File: src/rtl/bus_arb_node.sv
module bus_arb_node #(
  parameter int NUM_NODES = 6,
  parameter int ID_W = $clog2(NUM_NODES + 1)
) (
  input  logic                 clk,
  input  logic                 rst_n,
  input  logic [ID_W-1:0]      node_id,
  input  logic                 acc_req,
  input  logic                 acc_done,
  input  logic [NUM_NODES-1:0] req_lines,
  output logic                 bus_req,
  output logic                 stall,
  output logic                 drive_en
);

  logic [ID_W-1:0]      owner_q;
  logic                 hold_q;
  logic                 release_q;
  logic [NUM_NODES-1:0] lines;
  logic                 owner_line;
  logic                 open_arb;
  logic [ID_W-1:0]      winner;

  assign bus_req  = ~release_q & (hold_q | acc_req);
  assign drive_en = (owner_q == node_id) & bus_req;
  assign stall    = acc_req & ~drive_en;

  always_comb begin
    for (int i = 0; i < NUM_NODES; i++)
      lines[i] = (ID_W'(i + 1) == node_id) ? bus_req : req_lines[i];
  end

  always_comb begin
    owner_line = 1'b0;
    for (int i = 0; i < NUM_NODES; i++)
      if (ID_W'(i + 1) == owner_q) owner_line = lines[i];
  end

  assign open_arb = (owner_q == '0) | ~owner_line;

  always_comb begin
    winner = '0;
    for (int i = NUM_NODES - 1; i >= 0; i--)
      if (lines[i]) winner = ID_W'(i + 1);
  end

  always_ff @(posedge clk) begin
    if (!rst_n) begin
      owner_q   <= '0;
      hold_q    <= 1'b0;
      release_q <= 1'b0;
    end else begin
      if (open_arb) owner_q <= winner;
      release_q <= drive_en & acc_done;
      hold_q    <= (drive_en & acc_done) ? 1'b0 : bus_req;
    end
  end

  AST_OWNER_ONLY_ON_TRANSITION: assert property (@(posedge clk) disable iff (!rst_n)
    (owner_q != '0 && owner_line) |=> $stable(owner_q));
  AST_RELEASE_AFTER_DONE: assert property (@(posedge clk) disable iff (!rst_n)
    (drive_en && acc_done) |=> !bus_req);
  AST_WAITER_KEEPS_LINE: assert property (@(posedge clk) disable iff (!rst_n)
    (bus_req && !drive_en && !acc_done) |=> (bus_req || $past(drive_en)));
  AST_DRIVE_NEEDS_LINE: assert property (@(posedge clk) disable iff (!rst_n)
    drive_en |-> (bus_req && owner_q == node_id));
  AST_GRANT_NOT_STALLED: assert property (@(posedge clk) disable iff (!rst_n)
    $rose(drive_en) |-> !stall);

endmodule

File: config.mk
export PLATFORM = sky130hd
export DESIGN_NAME = bus_arb_node
export DESIGN_NICKNAME = d
export VERILOG_FILES = /design/src/rtl/bus_arb_node.sv
export SDC_FILE = /design/constraint.sdc
export NUM_CORES = 1
export LEC_CHECK = 0
export BUFFER_PORTS_ARGS = -buffer_cell sky130_fd_sc_hd__buf_2
export CORE_AREA = 2 2 39 41
export CTS_BUF_LIST = sky130_fd_sc_hd__clkbuf_2
export DETAILED_ROUTE_END_ITERATION = 8
export DIE_AREA = 0 0 41 43
export PLACE_DENSITY = 0.77
export SYNTH_ARGS = -nofsm -noshare
export SYNTH_HDL_FRONTEND = slang
export SYNTH_SLANG_ARGS = --single-unit
File: constraint.sdc
create_clock -name clk -period 1.8 [get_ports clk]
set_input_delay 0.36 -clock clk [delete_from_list [all_inputs] [get_ports clk]]
set_output_delay 0.36 -clock clk [all_outputs]
set_load 0.03 [all_outputs]
* After elaboration in Yosys (flattened, before gate mapping)
Cells that the tools add are included.
Widths: inputs -> output; s select.
** Storage, ports and cells
- Flip-flop bits (word level) :: 5
- Logic and storage cells :: 46
** Cells by class
- Eq/ne operators :: 13
- Multiplexer cells :: 18
- Bitwise operators :: 10
- Reduce and logical (&&, ||, !) cells :: 2
** Operators with widths (number)
- $eq 3x3->1 const A :: 6
- $mux 3 :: 6
- $eq 2x3->1 const A :: 4
- $mux 1 :: 12
- $eq 1x3->1 const A :: 2
- $and 1x1->1 :: 4
- $not 1->1 :: 4
- $eq 3x3->1 :: 1
- $logic_not 3->1 :: 1
- $or 1x1->1 :: 2
- $reduce_or 2->1 :: 1

* Longest topological paths before layout
- Depth after elaboration :: 11
- Depth in mapped cells :: 7
- Depth with buffers taken out :: 6

* Worst setup path before layout
No wires, ideal clock.
- Kind :: reg-to-output
- Start :: reg release_q
- End :: out stall
- Arrival time :: 1633 ps
- Required time :: 1440 ps
- Setup slack :: -193 ps
- Stages on the path, launching flop included :: 6
- Cells stage by stage :: dfxtp_1 -> o21ba_2 -> buf_2 -> nand3_1 -> nor2_1 -> nor2b_1
** Between the ends
- Longest elaborated chain between the ends :: 5
** Ends and longest elaborated chain
- start: declaration :: RTL line 18 : logic release_q;
- start signal: assignment :: RTL line 54 : release_q <= drive_en & acc_done;
- $not 1->1 :: RTL line 24 : assign bus_req = ~release_q & (hold_q | acc_req);
- $and 1x1->1 :: RTL line 24
- named net bus_req :: RTL line 11 : output logic bus_req,
- $and 1x1->1 :: RTL line 25 : assign drive_en = (owner_q == node_id) & bus_req;
- named net drive_en :: RTL line 13 : output logic drive_en
- $not 1->1 :: RTL line 26 : assign stall = acc_req & ~drive_en;
- $and 1x1->1 :: RTL line 26
- end: declaration :: RTL line 12 : output logic stall,
The timed path passes the listed nets, and every way through them passes these cells.

* Final worst setup path
- Start :: reg owner_q[0]
- End :: out stall
** Between the ends
- Longest elaborated chain between the ends :: 4
** Ends and longest elaborated chain
- start: declaration :: RTL line 16 : logic [ID_W-1:0] owner_q;
- start signal: assignment :: RTL line 53 : if (open_arb) owner_q <= winner;
- $eq 3x3->1 :: RTL line 25
- $and 1x1->1 :: RTL line 25
- $not 1->1 :: RTL line 26
- $and 1x1->1 :: RTL line 26
Every way passes these cells.

==> summary.txt <==
Run status
  – Run status: complete, no violations

Final layout
  – Area delta synth->final: 31.13%
  – Share of cells above drive strength 1: 44.83%
  – Most common cell after layout, fill and taps aside: buf_2
  – Most frequent cells in the layout: buf_2 (14), buf_4 (9), nand2_1 (5)
  – Multi-input logic area: 409.1 um2
  – Fillers: 137
  – Reg area: 101.3 um2
  – Antenna diode count: 0
  – NumNets Final: 101

Routing
  – Final ANT Viol Nets: 0
  – DR iter-0 viols: 10
  – Post-Route WL: 1218 um
  – Vias: 547
  – # DRC: 0
  – 1st-pass router iterations: 4
  – Routed length per placed instance: 11.83 um
  – Via density per instance: 5.311

Min path
  – Hold depth: 2
  – Hold endpoint: hold_q
  – Worst Hold Class: input pin to flip-flop
  – Hold Startpoint: acc_done

Yosys
  – #FFs+latches synth: 5
  – Post-Syn Instances: 66
  – Mapped Avg Cell Area: 8.038 um2
  – Syn_nets: 79
  – Sequential share of the synthesized area: 18.87%
  – Compound-Gate Fraction of Synth Area: 19.81%
  – Yosys warns: 0
  – Multiplexer area fraction after synthesis: 15.80%
  – XOR/XNOR share of the synthesized area: 4.953%
  – Largest cells by area after synthesis: dfxtp_1 (19%), mux2i_1 (9.4%), mux2_2 (6.4%), nand3b_1 (5.7%), buf_6 (4.2%)
  – Synth Cell Area: 530.5 um2
  – Main combinational cell family by area after synthesis: simple AND/OR/NAND/NOR gates
  – Top-area cell type share of the netlist area: 18.87%
  – Synth Area in Adders: 0%
  – Top cell type by total area after synthesis: dfxtp_1
  – Yosys cell types: 31
  – Simple-gate share of the synthesized area: 30.90%

Global routing
  – Total gr overflow: 0
  – Number of global-route vias before repair: 486
  – First-pass GRT wire length: 1856 um
  – GRT Util Overall: 15.45%
  – Largest net degree at the start of global routing: 10
  – Initial antenna violation count: 0

Clock tree
  – H-tree level count: 1
  – Reg clk slew, reported paths: 0.06 ns
  – TritonCTS buffer count: 3
  – CTS Buffer Depth: 2
  – Clock Sinks: 5
  – CTS root buf: clkbuf_2
  – Worst-Skew Late Latency: 0.22 ns
  – CTS tree: built

Power
  – P per Cell Area: 594.0 nW/um2
  – Internal Pwr Total: 0.2642 mW
  – Peak VDD IR: 0.2624 mV
  – LEAKAGE: 0.3000 nW
  – Net Sw Power: 0.1491 mW
  – Seq pwr share: 33.9%
  – Sw Share: 36.07%
  – Comb power frac: 40.8%
  – Clock share of power: 25.3%

Setup path
  – Setup crit end kind: output pin
  – Worst Path Max Fanout: 8
  – Worst R2R Start: release_q
  – Startpoint types: flip-flop
  – Setup CP Type: flip-flop to output pin
  – CP Data Arrival Time: 1.33 ns
  – Reg2reg end: owner_q[0]
  – R2R Setup Slk: 0.12 ns
  – Worst path required time: 1.44 ns
  – FF-to-FF path depth: 6

Floorplan
  – IO Count: 16
  – Core region area: 1384 um2
  – Initial Util: 38.34%
  – Die Wd: 41 um
  – Die H: 43 um
  – # rows: 14
  – Die area: 1763 um2

Timing
  – Slew HR: 75.03%
  – Fin. Hold Viols: 0
  – Clk_skew: 0.005306 ns
  – Setup ws final: 0.1061 ns
  – Final period util: 94.11%
  – Slew Viols, Final: 0
  – Hold Slack: 0.3198 ns
  – Final min period: 1.694 ns
  – Setup TNS: 0 ns
  – Setup-failing EPs final: 0
  – Max frequency: 590.3 MHz
  – Worst Tran Pin Value: 0.3651 ns

Placed design
  – Pre-CTS setup slack: -0.1265 ns
  – Final Wtd Congestion: 0.7463
  – Port Buffers: 15

Job
  – Max_cap viols: 0
## metrics by stage
step / area (um2) / utilization (%) / power [mW] / std cells
floorplan: 540.5 / - / 0.2548 / 66
global placement: 644.4 / 46.56 / 0.2890 / 98
detailed placement: 644.4 / 46.56 / 0.2944 / 98
CTS: 670.6 / 48.46 / 0.4074 / 102
global route: 695.7 / 50.27 / 0.4462 / 103
finish: 695.7 / 50.27 / 0.4132 / 103
## worst max-delay path: stages, from the launching register on
cell and delay [ns]:
dfxtp_1 0.47, xor2_1 0.30, nor2_4 0.07, nor2b_1 0.11
buf_4 0.17
## metal layers
layer / wire [um] / share of wire, % / track usage, %
met2: 665 / 55 / 25.00
met1: 506 / 42 / 17.95
met4: 0 / 0 / 8.000
met3: 46 / 3.8 / 3.141
met5: 0 / 0 / 0
## cell type report
class                   count  area share (%)
well taps                  16           2.878
repair buffers             23           19.78
inverters                   2           1.079
clock buffers               4           2.878
flip-flops and latches      5           14.57
multi-input cells          53           58.81
## timing repair
item	4_1_cts	5_1_grt
hold buffers	0	0
buffers inserted	0	1
endpoints found under the setup margin	4	4
gates resized for setup	1	6
pin swaps	0	3
## cells in the mapped netlist
cell and number:
mux2i_1 5, o32ai_1 1, o21ai_0 2, a2111oi_0 2
nand2_1 5, and3_1 2, buf_4 1, xnor2_1 2
a21oi_1 3, buf_2 2, a31o_1 1, o311ai_1 1
or3b_1 1, nand3b_1 4, clkbuf_1 1, a21oi_2 1
nor2b_1 3, nor3_1 1, or2b_1 1, mux2_2 3
inv_1 2, xor2_1 1, buf_6 2, dfxtp_1 5
nand3_1 2, nor3b_2 1, nor2_1 5, o211ai_1 1
nand2b_1 1, nor3b_1 2, o21ba_2 2
## flip-flops by register name (all words and copies together) (netlist names)
register   cells
owner_q        3
hold_q         1
release_q      1
## power by group through the flow
stage	sequential [mW]	combinational [mW]	clock [mW]
final	0.140	0.169	0.105
after global routing	0.143	0.183	0.121
after CTS	0.140	0.155	0.112
after detailed placement	0.142	0.153	0
after global placement	0.141	0.148	0
after floorplan	0.127	0.127	0
## worst max path at each step
stage	endpoint	slack, ns	from	cells past startpoint
2_1_floorplan	stall	0.009	release_q	5
3_3_place_gp	owner_q[1]	-0.1	node_id[1]	7
3_5_place_dp	owner_q[0]	-0.13	node_id[1]	7
4_1_cts	owner_q[0]	0.02	release_q	6
5_1_grt	stall	-0.01	owner_q[0]	4
6_report	stall	0.11	owner_q[0]	4
## cell families after synthesis
kind of cell / after synthesis
simple gates: 28
compound gates: 14
mux: 8
buf+inv: 8
flops: 5
xor+xnor: 3
Power figures use the tool's default switching activity.
